`src/rtl/mseq_pkg.sv`:
```
// Package: shared types and helpers for the machine-cycle bus sequencer.
// Assumes at most two operand bytes per instruction.
package mseq_pkg;

    localparam int OPR_BYTES = 2;
    localparam int IDX_W     = (OPR_BYTES > 1) ? $clog2(OPR_BYTES) : 1;

    // Bus states within a machine cycle, plus the decode/execute clock.
    typedef enum logic [2:0] {
        TS_T1 = 3'd0,
        TS_T2 = 3'd1,
        TS_TW = 3'd2,
        TS_T3 = 3'd3,
        TS_TD = 3'd4
    } tstate_e;

    // Kind of machine cycle being run.
    typedef enum logic [1:0] {
        MC_FETCH = 2'd0,
        MC_OPR   = 2'd1,
        MC_MRD   = 2'd2,
        MC_MWR   = 2'd3
    } mcyc_e;

    localparam logic [1:0] ACC_RD = 2'b01;
    localparam logic [1:0] ACC_WR = 2'b10;

    // Number of operand bytes implied by a length code.
    function automatic logic [1:0] ops_for_len(input logic [1:0] len);
        case (len)
            2'd2:    return 2'd1;
            2'd3:    return 2'd2;
            default: return 2'd0;
        endcase
    endfunction

    // Next machine cycle once the remaining operand count is known.
    function automatic mcyc_e next_kind(input logic [1:0] rem, input logic [1:0] acc);
        if (rem != 2'd0)      return MC_OPR;
        else if (acc == ACC_RD) return MC_MRD;
        else if (acc == ACC_WR) return MC_MWR;
        else                  return MC_FETCH;
    endfunction

endpackage

```
`src/rtl/mseq_tstate.sv`:
```
// Module: T-state timer. Steps T1 -> T2 -> (TW*) -> T3, then either the
// decode clock or the next T1. Assumes ready_i is synchronous to clk.
module mseq_tstate
    import mseq_pkg::*;
(
    input  logic    clk,
    input  logic    rst_n,
    input  logic    ready_i,
    input  logic    dec_after_i,
    output tstate_e t_o
);

    // Advance the bus state; waits repeat while ready is low.
    always_ff @(posedge clk) begin
        if (!rst_n) begin
            t_o <= TS_T1;
        end else begin
            case (t_o)
                TS_T1:        t_o <= TS_T2;
                TS_T2, TS_TW: t_o <= ready_i ? TS_T3 : TS_TW;
                TS_T3:        t_o <= dec_after_i ? TS_TD : TS_T1;
                TS_TD:        t_o <= TS_T1;
                default:      t_o <= TS_T1;
            endcase
        end
    end

endmodule

```
`src/rtl/mseq_ctrl.sv`:
```
// Module: machine-cycle controller. Picks which kind of bus cycle runs next,
// counts the remaining operand bytes and remembers the pending data access.
// Assumes len_i/acc_i are valid during the decode clock.
module mseq_ctrl
    import mseq_pkg::*;
(
    input  logic             clk,
    input  logic             rst_n,
    input  tstate_e          t_i,
    input  logic [1:0]       len_i,
    input  logic [1:0]       acc_i,
    output mcyc_e            kind_o,
    output logic [IDX_W-1:0] idx_o
);

    logic [1:0] rem_q;
    logic [1:0] acc_q;
    logic [1:0] ops_now;
    logic [1:0] rem_dec;

    assign ops_now = ops_for_len(len_i);
    assign rem_dec = rem_q - 2'd1;

    // Update cycle kind at the end of the decode clock and of each T3.
    always_ff @(posedge clk) begin
        if (!rst_n) begin
            kind_o <= MC_FETCH;
            rem_q  <= 2'd0;
            acc_q  <= 2'd0;
            idx_o  <= '0;
        end else if (t_i == TS_TD) begin
            rem_q  <= ops_now;
            acc_q  <= acc_i;
            kind_o <= next_kind(ops_now, acc_i);
            idx_o  <= '0;
        end else if (t_i == TS_T3) begin
            case (kind_o)
                MC_OPR: begin
                    rem_q  <= rem_dec;
                    idx_o  <= idx_o + 1'b1;
                    kind_o <= next_kind(rem_dec, acc_q);
                end
                MC_MRD, MC_MWR: kind_o <= MC_FETCH;
                default:        kind_o <= kind_o;
            endcase
        end
    end

endmodule

```
`src/rtl/mseq_datapath.sv`:
```
// Module: program counter, instruction register, operand lanes, read and
// write data registers, and the address multiplexer. Assumes state and
// cycle kind come from the timer and controller.
module mseq_datapath
    import mseq_pkg::*;
#(
    parameter int ADDR_W = 16,
    parameter int DATA_W = 8
) (
    input  logic                        clk,
    input  logic                        rst_n,
    input  tstate_e                     t_i,
    input  mcyc_e                       kind_i,
    input  logic [IDX_W-1:0]            idx_i,
    input  logic [DATA_W-1:0]           data_i,
    input  logic [DATA_W-1:0]           wdata_i,
    output logic [ADDR_W-1:0]           addr_o,
    output logic [ADDR_W-1:0]           pc_o,
    output logic [DATA_W-1:0]           ir_o,
    output logic [OPR_BYTES*DATA_W-1:0] opr_o,
    output logic [DATA_W-1:0]           rdata_o,
    output logic [DATA_W-1:0]           data_o
);

    localparam int OPR_W = OPR_BYTES * DATA_W;

    logic              end_t3;
    logic              end_td;
    logic [ADDR_W-1:0] data_addr;

    assign end_t3 = (t_i == TS_T3);
    assign end_td = (t_i == TS_TD);

    // Program counter: steps after each opcode or operand byte.
    always_ff @(posedge clk) begin
        if (!rst_n)
            pc_o <= '0;
        else if (end_t3 && (kind_i == MC_FETCH || kind_i == MC_OPR))
            pc_o <= pc_o + 1'b1;
    end

    // Instruction, read data and store data registers.
    always_ff @(posedge clk) begin
        if (!rst_n) begin
            ir_o    <= '0;
            rdata_o <= '0;
            data_o  <= '0;
        end else begin
            if (end_t3 && kind_i == MC_FETCH) ir_o    <= data_i;
            if (end_t3 && kind_i == MC_MRD)   rdata_o <= data_i;
            if (end_td)                       data_o  <= wdata_i;
        end
    end

    // One register per operand byte lane.
    for (genvar g = 0; g < OPR_BYTES; g++) begin : g_lane
        logic [DATA_W-1:0] byte_q;

        // Clear on opcode capture, load on the matching operand cycle.
        always_ff @(posedge clk) begin
            if (!rst_n)
                byte_q <= '0;
            else if (end_t3 && kind_i == MC_FETCH)
                byte_q <= '0;
            else if (end_t3 && kind_i == MC_OPR && idx_i == IDX_W'(g))
                byte_q <= data_i;
        end

        assign opr_o[g*DATA_W +: DATA_W] = byte_q;
    end

    // Data access address formed from the operand bytes.
    if (ADDR_W <= OPR_W) begin : g_addr_slice
        assign data_addr = opr_o[ADDR_W-1:0];
    end else begin : g_addr_ext
        assign data_addr = {{(ADDR_W-OPR_W){1'b0}}, opr_o};
    end

    // Bus address: operand address for data cycles, else the PC.
    always_comb begin
        if (kind_i == MC_MRD || kind_i == MC_MWR)
            addr_o = data_addr;
        else
            addr_o = pc_o;
    end

endmodule

```
`src/rtl/mseq_top.sv`:
```
// Module: machine-cycle bus sequencer top. Runs opcode fetch, decode clock,
// operand reads and one optional data read or write per instruction, with
// wait states driven by ready_i. Assumes an external decoder drives
// len_i/acc_i/wdata_i from ir_o during the decode clock.
module mseq_top
    import mseq_pkg::*;
#(
    parameter int ADDR_W = 16,
    parameter int DATA_W = 8
) (
    input  logic                        clk,
    input  logic                        rst_n,
    output logic [ADDR_W-1:0]           addr_o,
    input  logic [DATA_W-1:0]           data_i,
    output logic [DATA_W-1:0]           data_o,
    output logic                        rd_o,
    output logic                        wr_o,
    input  logic                        ready_i,
    input  logic [1:0]                  len_i,
    input  logic [1:0]                  acc_i,
    input  logic [DATA_W-1:0]           wdata_i,
    output logic [DATA_W-1:0]           ir_o,
    output logic [OPR_BYTES*DATA_W-1:0] opr_o,
    output logic [DATA_W-1:0]           rdata_o,
    output logic                        fetch_o,
    output logic                        exec_o
);

    tstate_e           t_w;
    mcyc_e             kind_w;
    logic [IDX_W-1:0]  idx_w;
    logic [ADDR_W-1:0] pc_w;
    logic              strobe_w;

    mseq_tstate u_tstate (
        .clk         (clk),
        .rst_n       (rst_n),
        .ready_i     (ready_i),
        .dec_after_i (kind_w == MC_FETCH),
        .t_o         (t_w)
    );

    mseq_ctrl u_ctrl (
        .clk    (clk),
        .rst_n  (rst_n),
        .t_i    (t_w),
        .len_i  (len_i),
        .acc_i  (acc_i),
        .kind_o (kind_w),
        .idx_o  (idx_w)
    );

    mseq_datapath #(
        .ADDR_W (ADDR_W),
        .DATA_W (DATA_W)
    ) u_dp (
        .clk     (clk),
        .rst_n   (rst_n),
        .t_i     (t_w),
        .kind_i  (kind_w),
        .idx_i   (idx_w),
        .data_i  (data_i),
        .wdata_i (wdata_i),
        .addr_o  (addr_o),
        .pc_o    (pc_w),
        .ir_o    (ir_o),
        .opr_o   (opr_o),
        .rdata_o (rdata_o),
        .data_o  (data_o)
    );

    // Strobe window spans T2, wait states and T3.
    assign strobe_w = (t_w == TS_T2) || (t_w == TS_TW) || (t_w == TS_T3);

    // Bus strobes and phase indicators.
    always_comb begin
        rd_o    = strobe_w && (kind_w != MC_MWR);
        wr_o    = strobe_w && (kind_w == MC_MWR);
        fetch_o = (kind_w == MC_FETCH) && (t_w != TS_TD);
        exec_o  = (t_w == TS_TD);
    end

endmodule

```
`config.mk`:
```
export PLATFORM = sky130hd
export DESIGN_NAME = mseq_top
export DESIGN_NICKNAME = d
export VERILOG_FILES = /design/src/rtl/mseq_pkg.sv /design/src/rtl/mseq_tstate.sv /design/src/rtl/mseq_ctrl.sv /design/src/rtl/mseq_datapath.sv /design/src/rtl/mseq_top.sv
export SDC_FILE = /design/constraint.sdc
export NUM_CORES = 1
export LEC_CHECK = 0
export CORE_MARGIN = 3
export CORE_UTILIZATION = 52
export CTS_CLUSTER_DIAMETER = 30
export DETAILED_ROUTE_END_ITERATION = 7
export PLACE_DENSITY = 0.85
export SYNTH_ARGS = -nofsm -noshare
export SYNTH_HDL_FRONTEND = slang
export SYNTH_HIERARCHICAL = 1
export SYNTH_SLANG_ARGS = --single-unit
```
`constraint.sdc`:
```
create_clock -name clk -period 3.66 [get_ports clk]
set_input_delay 0.549 -clock clk [delete_from_list [all_inputs] [get_ports clk]]
set_output_delay 0.549 -clock clk [all_outputs]
set_load 0.02 [all_outputs]
```
* Word-level counts from Yosys, hierarchy flattened *
Index checks and enable logic that the tools add are counted.

cells by class
  $add $sub $neg = 3
  eq/ne operators = 15
  multiplexer cells = 17
  bitwise logic cells = 2
  reductions and logical operators = 27

operator list
  cell                   number
  $mux 2                 11
  $add 16x1->16 const B  1
  $mux 16                1
  $eq 2x2->1 const B     6
  $logic_and 1x1->1      9
  $pmux 3 s3             1
  $pmux 2 s2             2
  $reduce_bool 2->1      4
  $reduce_or 2->1        4
  $eq 2x1->1 const B     3
  $eq 3x2->1 const B     2
  $reduce_and 2->1       3
  $logic_or 1x1->1       4
  $eq 3x1->1 const B     1
  $eq 3x3->1 const B     1
  $logic_not 3->1        1
  $mux 3                 1
  $ne 3x3->1 const B     1
  $reduce_bool 3->1      1
  $logic_not 2->1        1
  $ne 2x2->1 const B     1
  $not 1->1              2
  $sub 2x1->2 const B    1
  $add 1x1->1 const B    1
  $mux 1                 1

word-level totals
  register bits = 66
  bits of input ports = 23
  output and inout bits = 60

* Depth between registers and ports, before layout *
Gate-level depths: netlist of run 1.

  depth in word-level cells = 7
  mapped depth = 7

* Hierarchy *
Netlist of run 1, hierarchy kept.

modules (own cells, without submodules)
  module         instances  cells an instance  area an instance (sq um)  sequential area each (sq um)
  mseq_datapath  1          241                2,560.0                   1,121.1
  mseq_ctrl      1          43                 391.6                     140.1
  mseq_tstate    1          11                 108.9                     60.1
  mseq_top       1          7                  41.3                      0.0

* Least setup slack after synthesis of run 1 *
OpenSTA, ideal clock, no wires.

  path type = flip-flop to output port
  start point = reg u_ctrl.kind_o[1]
  end point = out addr_o[10]
  arrival time = 1.202 ns
  data required time = 3.111 ns
  setup slack = 1.909 ns
  cell stages (with the launch flop) = 4
  path through = dfxtp_1 > buf_6 > buf_2 > mux2_2

on the way
  word-level cells in the longest chain between the ends = 3
  elaborated cells between the ends (all ways) = 4
  those cells by class = 2 x eq/ne; 1 x mux; 1 x reduce/logical

ends and longest elaborated chain
  element                   line                 text
  start: declaration        mseq_ctrl.sv:12      output mcyc_e kind_o,
  start signal: assignment  mseq_ctrl.sv:34      kind_o <= next_kind(ops_now, acc_i);
  start signal: assignment  mseq_ctrl.sv:41      kind_o <= next_kind(rem_dec, acc_q);
  start signal: assignment  mseq_ctrl.sv:44      default: kind_o <= kind_o;
  $eq 2x2->1                mseq_datapath.sv:81  if (kind_i == MC_MRD || kind_i == MC_MWR)
  $logic_or 1x1->1 (*)      mseq_datapath.sv:81
  $mux 16 (*)               mseq_datapath.sv:81
  end: declaration          mseq_top.sv:13       output logic [ADDR_W-1:0] addr_o,

Every way passes the cells marked *; elsewhere a longest branch is shown, timed or not.

* Worst setup path in the final report of run 1 *
  start point = reg u_ctrl.kind_o[1]
  end point = out addr_o[11]

Same word-level chain as after synthesis.

==> qor.txt, run 1 <==
Multi-input logic area = 1660 um2
Top-count cell post-synth = dfxtp_1
CTS H-Tree Depth = 3
Layout Nets = 411
P_sw = 0.392 mW
Worst Hold Depth = 2
Crit path launch = u_ctrl/kind_o[1]
CTS-repair resized insts = 0
Cell Count, Final, Fillers Out = 461
Final max-slew violation count = 0
Layout area overhead = 35.1%
Synth area leaders = dfxtp_1 (43%), mux2i_1 (15%), mux2_2 (5.4%), nor2b_1 (5.2%), nor2_1 (2.5%)
CP Buf/Inv Count = 1
WP data required = 3.11 ns
EDFF count, synth = 0
Ys async rst share = 0%
Slowest library cell on the worst path = dfxtp_1
Post-synth top area cell = dfxtp_1
Post-CTS setup-driven buffer insertion count = 0
Synth cell count leaders = dfxtp_1 (66), mux2i_1 (46), nor2b_1 (26), nor2_1 (21), nand2_1 (19)
MaxCap Viol Count = 0
Yosys warns = 6
Post-Place Cells = 445
CP endpoint kind = output port
Crit Reg-Reg Endpoint = u_dp/pc_o[15]
Largest net degree at the start of global routing = 29
# DRC = 0
Vias = 2513
Final Skew = 0.00924 ns
Syn nets = 329
Fin Setup TNS = 0 ns
Clock Path Buffers = 2
RSZ-0062 raised after global routing = no
Final min period = 2.90 ns
Post-synthesis register bit count = 66
Pleak = 1.76 nW
Final Cycle Share = 79.1%
Total GRT Usage = 22.2%
Ports = 83
Worst Tran Pin Value = 1.06 ns
Critical path type = reg -> out
Initial antenna violation count = 0
Gpl congestion = 0.792
Startpoint of the worst hold path = u_ctrl/acc_q[0]
Final Hold Viols = 0
Seq pwr share = 45.1%
Initial Util = 55.0%
Layout cells sized above 1 = 12.6%
Worst vdd rail ir drop = 0.000411 V
Hold Path End = u_ctrl/acc_q[0]
Critical path arrival = 2.35 ns
Worst Setup Start Kind = flip-flop
Vias per inst = 5.45
Sequential fraction of the synthesis area = 42.6%
Detailed Place HPWL = 5400 um
Syn Area/Cell = 10.3 um2
Slew HR = 29.0%
Switching portion of total power = 23.3%
Seq. cell area = 1320 um2
Flop2flop setup slack = 1.34 ns
Pre-CTS setup slack = 1.11 ns
Worst min-delay path category = reg -> reg
Total grt overflow = 0
IO Port Bufs = 82
Top FF cell, synth = dfxtp_1
Fillers = 407
DP Area = 3940 um2
Core area = 5640 um2
Clock buffers created by TritonCTS = 9
Design internal power = 1.29 mW
Die height = 83.2 um
Clock-pin slew on the worst setup and hold paths = 0.07 ns
Avg WL per Cell = 16.3 um
Hold buffer count at CTS = 0
Row cnt = 27
Clock sink count = 66
# setup viols final = 0
Number of global-route vias before repair = 2496
RR Startpoint = u_ctrl/kind_o[1]
Syn Inst Count = 302
Inserted Diodes = 0
Pwr/cell area = 401 nW/um2
WL final = 7530 um
R2R depth = 4
Later-pin clock latency in the skew report = 0.35 ns
Clock network power share = 45.3%
Design Area, Final = 4190 um2
Netlist cell types = 45
CP delay by family, top = flip-flops
Top cell type's share of synthesized area = 42.6%
CTS tree = yes
Worst path max stage delay = 1.02 ns
CP max FO = 28
Clock root buffer = clkbuf_8
Crit path setup slack, layout = 0.763 ns
DIE WIDTH = 83.2 um
Die area = 6930 um2
Worst Hold Slack = 0.461 ns
Status = completed
Antenna Violating Nets Remaining = 0
First-pass GRT wire length = 12200 um
Gate power share = 9.6%
DR iter-0 viols = 116
Netlist Area Pre-Place = 3100 um2
First-pass DRT Iterations = 4
Worst-path cell chain = mux2_2 > clkdlybuf4s50_1
Max Freq = 0.345 GHz
## per-stage QoR
stage          utilization (%)  total power, mW
2_1_floorplan                -            0.868
3_5_place_dp              69.8            0.935
5_1_grt                   74.3             1.75
3_3_place_gp              69.8            0.930
6_report                  74.3             1.68
4_1_cts                   74.3             1.69
## cell families after synthesis
kind of cell	synth area share, %
xor+xnor	3.11
simple gates	24.2
buf+inv	3.83
mux	20.3
flops	42.6
compound gates	3.99
fa+ha+maj	1.98
## area by class of cell
| cell class | count | area share, % |
|---|---|---|
| multi-input cells | 216 | 39.7 |
| flip-flops and latches | 66 | 31.5 |
| repair buffers | 85 | 20.1 |
| clock buffers | 10 | 3.29 |
| clock inverters | 6 | 2.69 |
| well taps | 72 | 2.15 |
| inverters | 6 | 0.538 |
## worst max path at each step
stage               slack, ns  depth (start not counted)         end
floorplan                1.91                          3  addr_o[10]
global placement         1.16                          2   addr_o[4]
detailed placement       1.11                          2   addr_o[4]
CTS                      0.73                          2  addr_o[11]
global route             0.61                          3        wr_o
finish                   0.76                          2  addr_o[11]
## power groups by stage
stage	sequential, mW	clock [mW]	combinational [mW]
2_1_floorplan	0.776	0	0.0922
3_3_place_gp	0.773	0	0.157
3_5_place_dp	0.775	0	0.160
4_1_cts	0.758	0.773	0.161
5_1_grt	0.761	0.811	0.174
6_report	0.758	0.760	0.162
## tightest hold or removal path, stage by stage (launching register included)
cell and delay, ns:
dfxtp_1 0.31, nand2_1 0.05, a21oi_1 0.06
## placed cells by master (no fill, tap or decap), types with 3 or more instances in the layout
| master | synthesis | routed |
|---|---|---|
| nor2b_1 | 26 | 26 |
| nand2b_1 | 7 | 7 |
| mux2_2 | 15 | 15 |
| a21oi_1 | 6 | 6 |
| inv_1 | 6 | 6 |
| ha_1 | 4 | 4 |
| nand2_1 | 19 | 19 |
| mux2i_1 | 46 | 46 |
| clkdlybuf4s50_1 | 0 | 82 |
| buf_4 | 3 | 3 |
| clkbuf_8 | 0 | 10 |
| nor2_1 | 21 | 21 |
| xor2_1 | 5 | 5 |
| xnor2_1 | 6 | 6 |
| o21ai_0 | 4 | 4 |
| dfxtp_1 | 66 | 66 |
| nor3_1 | 4 | 4 |
| nand3_1 | 8 | 8 |
| bufinv_16 | 0 | 3 |
| and2_1 | 8 | 8 |
## layer usage
metal	global-route usage, %	routed length (um)	vias up
met5	0	0	-
met1	26.6	3290	1225
met2	37.2	3720	69
met4	7.73	117	0
li1	-	-	1206
met3	7.14	396	13
## registers in the layout, summed over array words and instances, names as in the netlist
| register | cells |
|---|---|
| u_ctrl/rem_q | 2 |
| u_dp/g_lane.byte_q | 16 |
| u_ctrl/kind_o | 2 |
| u_ctrl/acc_q | 2 |
| u_dp/ir_o | 8 |
| u_dp/rdata_o | 8 |
| u_dp/data_o | 8 |
| u_tstate/t_o | 3 |
| u_ctrl/idx_o | 1 |
| u_dp/pc_o | 16 |
Note: power is estimated with default switching activity, not from simulation.
==> run 2: changes to the inputs <==
--- a/config.mk
+++ b/config.mk
@@ -6,10 +6,10 @@
 export NUM_CORES = 1
 export LEC_CHECK = 0
 export CORE_MARGIN = 3
-export CORE_UTILIZATION = 52
+export CORE_UTILIZATION = 44
 export CTS_CLUSTER_DIAMETER = 30
 export DETAILED_ROUTE_END_ITERATION = 7
-export PLACE_DENSITY = 0.85
+export PLACE_DENSITY = 0.77
 export SYNTH_ARGS = -nofsm -noshare
 export SYNTH_HDL_FRONTEND = slang
 export SYNTH_HIERARCHICAL = 1
==> constraint.sdc (replaced) <==
create_clock -name clk -period 2.6 [get_ports clk]
set_input_delay 0.39 -clock clk [delete_from_list [all_inputs] [get_ports clk]]
set_output_delay 0.39 -clock clk [all_outputs]
set_load 0.02 [all_outputs]
==> qor.txt, run 2 (synthesized netlist as in run 1, its figures left out) <==
Layout area overhead = 35.8% (was 35.1%)
Initial Util = 47.0% (was 55.0%)
Fillers = 563 (was 407)
Worst min-delay path category = reg -> reg (unchanged)
Core area = 6600 um2 (was 5640 um2)
Clock Path Buffers = 2 (unchanged)
Fin Setup TNS = 0 ns (unchanged)
Clock sink count = 66 (unchanged)
Number of global-route vias before repair = 2373 (was 2496)
Most common cell after layout, fill and taps aside = clkdlybuf4s50_1 (unchanged)
Status = completed (unchanged)
Startpoint of the worst hold path = u_ctrl/acc_q[1] (was u_ctrl/acc_q[0])
Clock-pin slew on the worst setup and hold paths = 0.07 ns (about the same)
Layout cells sized above 1 = 13.5% (was 12.6%)
Cell Count, Final, Fillers Out = 485 (was 461)
Largest net degree at the start of global routing = 29 (unchanged)
RR Startpoint = u_ctrl/kind_o[1] (unchanged)
DIE WIDTH = 90.0 um (was 83.2 um)
Avg WL per Cell = 15.2 um (was 16.3 um)
Ports = 83 (unchanged)
Most frequent cells in the layout = clkdlybuf4s50_1 (82), dfxtp_1 (65), mux2i_1 (46) (was clkdlybuf4s50_1 (82), dfxtp_1 (66), mux2i_1 (46))
Clock root buffer = clkbuf_8 (unchanged)
Row cnt = 29 (was 27)
Flop2flop setup slack = 0.57 ns (was 1.34 ns)
Slew HR = 59.6% (was 29.0%)
DR iter-0 viols = 83 (was 116)
WL final = 7390 um (was 7530 um)
Clock buffers created by TritonCTS = 9 (unchanged)
Total GRT Usage = 18.5% (was 22.2%)
R2R depth = 5 (was 4)
Vias = 2459 (was 2513)
Worst vdd rail ir drop = 0.000418 V (was 0.000411 V)
Pleak = 1.76 nW (about the same)
Worst Hold Depth = 2 (unchanged)
Top Registers = u_dp/g_lane.byte_q (16), u_dp/pc_o (16) (unchanged)
Critical path type = reg -> out (unchanged)
Final max-slew violation count = 0 (unchanged)
Worst Setup Start Kind = flip-flop (unchanged)
Post-Place Cells = 469 (was 445)
Worst Tran Pin Value = 0.606 ns (was 1.06 ns)
First-pass GRT wire length = 12000 um (was 12200 um)
WP data required = 2.21 ns (was 3.11 ns)
Crit Reg-Reg Endpoint = u_dp/pc_o[15] (unchanged)
Later-pin clock latency in the skew report = 0.34 ns (was 0.35 ns)
CP max FO = 23 (was 28)
# setup viols final = 0 (unchanged)
First-pass DRT Iterations = 4 (unchanged)
Gpl congestion = 0.816 (was 0.792)
Crit path setup slack, layout = 0.287 ns (was 0.763 ns)
Initial antenna violation count = 0 (unchanged)
CTS H-Tree Depth = 3 (unchanged)
Die height = 90.0 um (was 83.2 um)
CP endpoint kind = output port (unchanged)
RSZ-0062 raised after global routing = no (unchanged)
MaxCap Viol Count = 0 (unchanged)
Final Cycle Share = 88.9%
Max Freq = 0.432 GHz
Pre-CTS setup slack = 0.338 ns (was 1.11 ns)
Detailed Place HPWL = 5350 um (was 5400 um)
Total grt overflow = 0 (unchanged)
Hold Path End = u_ctrl/acc_q[1] (was u_ctrl/acc_q[0])
Critical path arrival = 1.92 ns (was 2.35 ns)
Pwr/cell area = 536 nW/um2 (was 401 nW/um2)
Final min period = 2.31 ns
Die area = 8090 um2 (was 6930 um2)
IO Port Bufs = 82 (unchanged)
Final Skew = 0.00984 ns (was 0.00924 ns)
CTS tree = yes (unchanged)
Layout Nets = 414 (was 411)
Inserted Diodes = 0 (unchanged)
Antenna Violating Nets Remaining = 0 (unchanged)
Vias per inst = 5.07 (was 5.45)
Final Hold Viols = 0 (unchanged)
# DRC = 0 (unchanged)
==> run 2: metrics by stage <==
stage	power, mW	utilization, %	hold slack [ns]	cell area, um2
after global routing	2.35	63.8	0.491	4210
after global placement	1.31	60.4	0.444	3990
after CTS	2.28	63.8	0.465	4210
after floorplan	1.22	-	0.435	3100
final	2.26	63.8	0.463	4210
after detailed placement	1.32	60.4	0.455	3990
==> run 2: layout make-up <==
| cell class | instances | area (um2) | area share [%] |
|---|---|---|---|
| tap | 93 | 116 | 2.76 |
| inverter | 6 | 22.5 | 0.535 |
| sequential | 66 | 1320 | 31.4 |
| clock inverter | 7 | 100 | 2.38 |
| multi-input combinational | 216 | 1660 | 39.4 |
| timing repair buffer | 88 | 866 | 20.6 |
| clock buffer | 9 | 124 | 2.94 |
==> run 2: worst max path at each step <==
stage	startpoint	slack [ns]	cells after the start	endpoint
6_report	u_ctrl/kind_o[1]	0.29	2	addr_o[15]
3_5_place_dp	u_ctrl/kind_o[1]	0.34	2	addr_o[15]
4_1_cts	u_ctrl/kind_o[1]	0.26	2	addr_o[13]
3_3_place_gp	u_ctrl/kind_o[1]	0.36	3	addr_o[14]
2_1_floorplan	u_ctrl/kind_o[1]	1.01	3	addr_o[10]
5_1_grt	u_ctrl/kind_o[1]	0.20	3	wr_o
==> run 2: critical path, cell delays in order (launching register included) <==
cell and delay, ns:
dfxtp_2 0.64, mux2_2 0.39, clkdlybuf4s50_1 0.55
==> run 2: power by group <==
| group | internal [mW] | leakage (nW) | switching, mW |
|---|---|---|---|
| Clock | 0.548 | 0.114 | 0.414 |
| Sequential | 1.03 | 0.533 | 0.0330 |
| Combinational | 0.117 | 1.11 | 0.113 |
==> run 2: layer usage <==
metal | up-vias | GRT usage, % | routed length (um)
met5 | - | 0 | 0
met1 | 1170 | 23.0 | 3340
met4 | 0 | 7.14 | 145
met3 | 11 | 5.43 | 357
met2 | 65 | 30.2 | 3550
li1 | 1213 | - | -
==> run 2: what timing repair did <==
item | 4_1_cts | 5_1_grt
hold buffers | 0 | 0
setup buffers | 0 | 0
endpoints found under the setup margin | 16 | 0
resized for setup | 1 | 0
